`src/rtl/baud_pkg.sv`:
```
package baud_pkg;
  localparam int unsigned NARROW_W = 8;
  localparam int unsigned WIDE_W   = 16;
  localparam int unsigned PRE_DIV  = 12;
  // select code of the narrow path; wide timer k uses code k+1
  localparam int unsigned SRC_NARROW = 0;
endpackage

```
`src/rtl/baud_prescaler.sv`:
```
module baud_prescaler #(
  parameter int unsigned DIV = 12
) (
  input  logic clk_i,
  input  logic rst_ni,
  output logic en_o
);
  localparam int unsigned CW = (DIV > 1) ? $clog2(DIV) : 1;
  localparam logic [CW-1:0] LAST = CW'(DIV - 1);

  logic [CW-1:0] cnt_q;

  always_ff @(posedge clk_i or negedge rst_ni) begin
    if (!rst_ni)             cnt_q <= '0;
    else if (cnt_q == LAST)  cnt_q <= '0;
    else                     cnt_q <= cnt_q + 1'b1;
  end

  assign en_o = (cnt_q == LAST);
endmodule

```
`src/rtl/reload_timer.sv`:
```
module reload_timer #(
  parameter int unsigned W = 16
) (
  input  logic         clk_i,
  input  logic         rst_ni,
  input  logic         en_i,
  input  logic [W-1:0] reload_i,
  output logic         ovf_o
);
  logic [W-1:0] cnt_q;
  logic         ovf_q;
  logic         at_top;

  assign at_top = (cnt_q == '1);

  always_ff @(posedge clk_i or negedge rst_ni) begin
    if (!rst_ni) begin
      cnt_q <= '1;
      ovf_q <= 1'b0;
    end else begin
      ovf_q <= en_i && at_top;
      if (en_i) cnt_q <= at_top ? reload_i : cnt_q + 1'b1;
    end
  end

  assign ovf_o = ovf_q;
endmodule

```
`src/rtl/tick_select.sv`:
```
module tick_select #(
  parameter int unsigned N_SRC = 4,
  parameter int unsigned SEL_W = 2
) (
  input  logic             clk_i,
  input  logic             rst_ni,
  input  logic [N_SRC-1:0] src_i,
  input  logic [SEL_W-1:0] sel_i,
  output logic             tick_o
);
  logic tick_d, tick_q;

  // pulses are one cycle wide, so a per-cycle pick cannot slice one
  always_comb begin
    tick_d = 1'b0;
    for (int i = 0; i < int'(N_SRC); i++)
      if (int'(sel_i) == i) tick_d = src_i[i];
  end

  always_ff @(posedge clk_i or negedge rst_ni) begin
    if (!rst_ni) tick_q <= 1'b0;
    else         tick_q <= tick_d;
  end

  assign tick_o = tick_q;
endmodule

```
`src/rtl/baud_tick_gen.sv`:
```
module baud_tick_gen
  import baud_pkg::*;
#(
  parameter int unsigned N_WIDE = 3,
  parameter int unsigned NW     = NARROW_W,
  parameter int unsigned WW     = WIDE_W,
  parameter int unsigned DIV    = PRE_DIV
) (
  input  logic                       clk_i,
  input  logic                       rst_ni,
  input  logic                       fast_clk_i,
  input  logic                       double_i,
  input  logic [NW-1:0]              reload_narrow_i,
  input  logic [N_WIDE-1:0][WW-1:0]  reload_wide_i,
  input  logic [$clog2(N_WIDE+1)-1:0] tx_sel_i,
  input  logic [$clog2(N_WIDE+1)-1:0] rx_sel_i,
  output logic                       tx_tick_o,
  output logic                       rx_tick_o
);
  localparam int unsigned N_SRC = N_WIDE + 1;
  localparam int unsigned SEL_W = $clog2(N_SRC);

  logic             pre_en;
  logic             en_narrow;
  logic             ovf8_w;
  logic             half_q;
  logic             tick8_w;
  logic [N_SRC-1:0] src_w;

  baud_prescaler #(.DIV(DIV)) u_pre (
    .clk_i (clk_i),
    .rst_ni(rst_ni),
    .en_o  (pre_en)
  );

  assign en_narrow = fast_clk_i | pre_en;

  reload_timer #(.W(NW)) u_narrow (
    .clk_i   (clk_i),
    .rst_ni  (rst_ni),
    .en_i    (en_narrow),
    .reload_i(reload_narrow_i),
    .ovf_o   (ovf8_w)
  );

  // halving toggle runs on every narrow overflow whatever double_i is
  always_ff @(posedge clk_i or negedge rst_ni) begin
    if (!rst_ni)     half_q <= 1'b0;
    else if (ovf8_w) half_q <= ~half_q;
  end

  assign tick8_w = double_i ? ovf8_w : (ovf8_w & half_q);
  assign src_w[SRC_NARROW] = tick8_w;

  for (genvar k = 0; k < int'(N_WIDE); k++) begin : g_wide
    reload_timer #(.W(WW)) u_wide (
      .clk_i   (clk_i),
      .rst_ni  (rst_ni),
      .en_i    (1'b1),
      .reload_i(reload_wide_i[k]),
      .ovf_o   (src_w[k+1])
    );
  end

  tick_select #(.N_SRC(N_SRC), .SEL_W(SEL_W)) u_tx (
    .clk_i (clk_i),
    .rst_ni(rst_ni),
    .src_i (src_w),
    .sel_i (tx_sel_i),
    .tick_o(tx_tick_o)
  );

  tick_select #(.N_SRC(N_SRC), .SEL_W(SEL_W)) u_rx (
    .clk_i (clk_i),
    .rst_ni(rst_ni),
    .src_i (src_w),
    .sel_i (rx_sel_i),
    .tick_o(rx_tick_o)
  );
endmodule

```
`config.mk`:
```
export PLATFORM = sky130hd
export DESIGN_NAME = baud_tick_gen
export DESIGN_NICKNAME = d
export VERILOG_FILES = /design/src/rtl/baud_pkg.sv /design/src/rtl/baud_prescaler.sv /design/src/rtl/reload_timer.sv /design/src/rtl/tick_select.sv /design/src/rtl/baud_tick_gen.sv
export SDC_FILE = /design/constraint.sdc
export NUM_CORES = 1
export LEC_CHECK = 0
export CAP_MARGIN = 40
export CORE_UTILIZATION = 49
export DETAILED_ROUTE_END_ITERATION = 16
export PLACE_DENSITY_LB_ADDON = 0.2
export REMOVE_ABC_BUFFERS = 1
export SLEW_MARGIN = 20
export SYNTH_ARGS = -nofsm -noshare
export SYNTH_HDL_FRONTEND = slang
export SYNTH_HIERARCHICAL = 1
export SYNTH_SLANG_ARGS = --single-unit
```
`constraint.sdc`:
```
create_clock -name clk_i -period 1.7 [get_ports clk_i]
set_clock_uncertainty 0.05 [all_clocks]
set_input_delay 0.34 -clock clk_i [delete_from_list [all_inputs] [get_ports clk_i]]
set_output_delay 0.34 -clock clk_i [all_outputs]
set_load 0.05 [all_outputs]
```
* Yosys cells after proc, flatten, opt, wreduce, memory -nomap -nowiden *
Cells that the tools add are included.

storage, ports and cells
  bits in registers = 67
  bits of input ports = 64
  logic and storage cells = 48

operators by class
  $add $sub $neg = 5
  equal/unequal tests = 11
  muxes and demuxes = 14
  bitwise gates (word level) = 3
  reduce and logical (&&, ||, !) cells = 3

operators with widths
  operator                                             count
  adder 16 x 1 -> 16 bit, second input constant        3
  equality test 16 bit, second input constant          3
  two-way mux 16 bit                                   3
  two-way mux 1 bit                                    9
  adder 8 x 1 -> 8 bit, second input constant          1
  equality test 2 bit, second input constant           4
  equality test 8 bit, second input constant           1
  two-way mux 8 bit                                    1
  adder 4 x 1 -> 4 bit, second input constant          1
  equality test 2 x 1 -> 1 bit, second input constant  2
  equality test 4 bit, second input constant           1
  zero test 2 bit                                      2
  two-way mux 4 bit                                    1
  AND 1 bit                                            1
  logical AND 1 bit                                    1
  inverter 1 bit                                       1
  bitwise OR 1 bit                                     1

* Longest topological paths before layout *
  depth after elaboration = 6
  mapped depth = 8

* Modules after synthesis *
The synthesis kept the hierarchy.

by module, submodules not included
  module                               instances  cells each  area an instance (um2)
  reload_timer (g_wide[0].u_wide ...)  3          115         1,082.3
  reload_timer (u_narrow)              1          55          534.3
  baud_prescaler                       1          14          173.9
  tick_select                          2          2           47.5
  baud_tick_gen                        1          5           51.3

* Worst setup path after synthesis *
No wires, ideal clock.

  path kind = flip-flop to flip-flop
  start point = reg g_wide[0].u_wide.cnt_q[0]
  end point = reg g_wide[0].u_wide.cnt_q[12]
  setup time = 75 ps
  arrival = 1,694 ps
  data required time = 1,575 ps
  slack = -118 ps
  cell stages (with the launch flop) = 7
  path through = dfstp_2 ha_1 nand2_1 or4_1 buf_2 nor2_1 mux2i_1

on the way
  cells in the longest elaborated chain, start to end = 2
  elaborated cells on any way between the ends = 3
  classes of those cells = add/sub (1); eq/ne (1); mux (1)

ends and longest elaborated chain
  what                                                                   line                                    text
  start, declared                                                        reload_timer.sv:10                      logic [W-1:0] cnt_q;
  start signal, assigned                                                 reload_timer.sv:22                      if (en_i) cnt_q <= at_top ? reload_i : cnt_q + 1'b1;
  adder 16 x 1 -> 16 bit / equality test 16 bit (equally long branches)  reload_timer.sv:22, reload_timer.sv:14
  two-way mux 16 bit *                                                   reload_timer.sv:22

Mark *: on every way between the ends. The rest lies on a longest branch, timed or not.
A chain may end at the register's enable or synchronous reset.

* Worst setup path in the final report *
  start point = reg g_wide[0].u_wide.cnt_q[1]
  end point = reg g_wide[0].u_wide.cnt_q[5]

Same word-level chain as after synthesis.

==> impl_metrics.py <==
metrics = {
    "outcome": {
        "status": "complete, but fails checks",
        "violations": "setup timing",
    },
    "clocking": {
        "htree_levels": 3,
        "cts-root-buf": "clkbuf_8",
        "cts_tree": "done",
        "cts_buffers": 9,
        "cts_sinks": 67,
        "cts_buffer_depth": 2,
        "clk_pin_slew_ns": 0.08,
        "worstSkewPairLatency_ns": 0.34,
    },
    "layout": {
        "ff_latch_area_um2": 1750,
        "area_growth_pct": 50.3,
        "layout_common_cells": "buf_4 (89), clkdlybuf4s50_1 (62), dfstp_2 (56)",
        "insertedDiodeCount": 0,
        "utilization_pct": 75.4,
        "final_area_um2": 6160,
        "final_common_cell": "buf_4",
        "multi_input_area_um2": 2550,
        "final_cells": 687,
        "layout-drive-gt1-share_pct": 45.2,
        "fin_nets": 646,
        "fillers": 545,
    },
    "global_routing": {
        "grt_pass1_vias": 3875,
        "grt_pass1_wl_mm": 17.4,
        "gr-usage-all-layers_pct": 25.3,
        "grt_max_degree": 68,
        "grt_overflow": 0,
        "antenna_found_initial": 0,
    },
    "synthesis": {
        "synth-seq-area-share_pct": 42.6,
        "yosysUniqueCellTypes": 58,
        "syn_inst": 423,
        "synth.avg_cell_area_um2": 9.70,
        "synth_edf_count": 0,
        "async_flop_share_pct": 100,
        "synth_warnings": 6,
        "synth_ff_type": "dfstp_2",
        "netlist_area_um2": 4100,
        "yosys_register_bits": 67,
    },
    "timing": {
        "setup_viol": 29,
        "final_max_slew_viol_count": 0,
        "rsz0062_at_grt": "true",
        "period_minus_slack_ns": 1.80,
        "hold_violations": 0,
        "fmax_mhz": 557,
        "fin_crit_sh_pct": 106,
        "setup_slack_ns": -0.0962,
    },
    "run": {
        "cap_violations": 0,
    },
    "pwr": {
        "p_leak_nw": 2.47,
        "max-vdd-ir-drop_mv": 0.483,
        "p_per_area_nw_per_um2": 959,
        "finalPower_mw": 5.91,
    },
    "critical_path": {
        "critPathKind": "register to register",
        "reg2reg_depth": 5,
        "crit_arrival_ns": 1.99,
        "start_kind": "register",
        "cp-end-kind": "register",
        "cp.required_ns": 1.90,
        "cp_max_fo": 6,
    },
    "placement": {
        "placed_cell_area_um2": 5350,
        "gp_congestion": 0.929,
        "post-place-ws_ns": -0.177,
        "dp.cells": 654,
        "dpl.hpwl_mm": 7.41,
        "numPortBuffers": 65,
    },
    "floorplanning": {
        "core_um2": 8180,
        "die_h_um": 93.5,
        "io_pins": 66,
        "dieArea_um2": 8740,
        "initial_core_util_pct": 50.2,
        "die_w_um": 93.5,
        "row_count": 33,
    },
    "hold_path": {
        "hold_class": "register to register",
        "min_path_cells": 1,
    },
    "drt": {
        "ant_nets": 0,
        "drtIter0Drc": 152,
        "routed_wl_mm": 12.1,
        "drcViolationCount": 0,
        "top_layer_used": "met4",
        "drt_first_pass_iters": 5,
        "vias": 4188,
        "wl_met2_mm": 6.04,
        "wl_per_cell_um": 17.6,
        "avgViaCountPerCell": 6.10,
        "wl_met1_mm": 5.18,
        "met3_length_um": 674,
    },
}
-- logic make-up (layout without fill, tap and decap cells) --
| group | after synthesis | count (layout) | synth area share (%) |
|---|---|---|---|
| AND/OR/NAND/NOR | 179 | 179 | 25.6 |
| AO/OA/AOI/OAI | 112 | 112 | 19.6 |
| flip-flops | 67 | 67 | 42.6 |
| buffers and inverters | 42 | 199 | 5.86 |
| multiplexers | 16 | 16 | 4.55 |
| adder cells (fa/ha/maj) | 5 | 5 | 1.53 |
| other | 1 | 3 | 0.0914 |
| XOR/XNOR | 1 | 1 | 0.214 |
-- worst max-delay path: stages, from the launching register on --
cell and delay, ns:
dfstp_2 0.57, ha_4 0.17, nand2_4 0.06, or4_4 0.55
o211ai_1 0.18, o221ai_1 0.13
-- power breakdown --
group          internal, mW  switching (mW)  leakage (nW)
combinational          1.04           0.937          1.63
clock                 0.823           0.633         0.103
sequential             2.10           0.377         0.735
total                  3.97            1.95          2.47
-- cells in the mapped netlist (7+ instances only) --
cell      instances  area share, %
nor3_1           12            1.5
a21oi_1          26            3.2
nand4_1          13            2.0
o211ai_1          9            1.6
a41oi_1           9            1.9
nand2_1          15            1.4
o221ai_1          9            1.9
nand3_1          39            4.8
and3_1           16            2.4
buf_4            10            1.8
dfstp_2          56             36
a31oi_1          22            3.4
nand3_2           8            2.0
mux2i_1          13            3.2
inv_1            17            1.6
nor2_1           22            2.0
dfrtp_1          11            6.7
nand2b_1          7            1.1
-- metrics by stage --
step	setup TNS (ns)	hold slack, ns
after floorplan	-1.20	-0.00559
after global placement	-1.54	0.337
after detailed placement	-2.72	0.336
after CTS	-0.826	0.425
after global routing	-3.24	0.446
final	-1.35	0.420
-- layout make-up --
type | count | area share, %
clock buffer | 11 | 2.13
inverter | 17 | 1.04
sequential | 67 | 28.3
clock inverter | 5 | 1.26
multi-input combinational | 316 | 41.4
tap | 105 | 2.13
timing repair buffer | 166 | 23.7
-- final timing paths --
path | start | to | slack (ns)
max in group asynchronous | rst_ni | g_wide[2].u_wide/cnt_q[13] | 0.76
min in group asynchronous | rst_ni | half_q | 0.50
max | g_wide[0].u_wide/cnt_q[1] | g_wide[0].u_wide/cnt_q[5] | -0.1
min reg2reg | half_q | half_q | 0.42
max reg2reg | g_wide[0].u_wide/cnt_q[1] | g_wide[0].u_wide/cnt_q[5] | -0.1
min | half_q | half_q | 0.42
-- per-layer routing --
layer	global-route usage, %	up-vias
met5	0	-
met4	8.46	0
met3	5.04	31
met2	41.8	161
met1	33.0	2047
li1	-	1949
-- state kept, by name, summed over array words and instances, names as in the netlist --
signal,flops
half_q,1
u_rx/tick_o,1
u_narrow/cnt_q,8
g_wide.u_wide/ovf_o,3
u_tx/tick_o,1
u_pre/cnt_q,4
g_wide.u_wide/cnt_q,48
u_narrow/ovf_o,1
-- what timing repair did --
item	CTS	global route
hold buffers	1	0
gates cloned	0	0
gates resized for setup	38	59
pin swaps	11	36
endpoints found under the hold margin	11	0
buffers inserted	3	13
endpoints found under the setup margin	40	48
No activity file was read; power rests on OpenSTA's default activity.
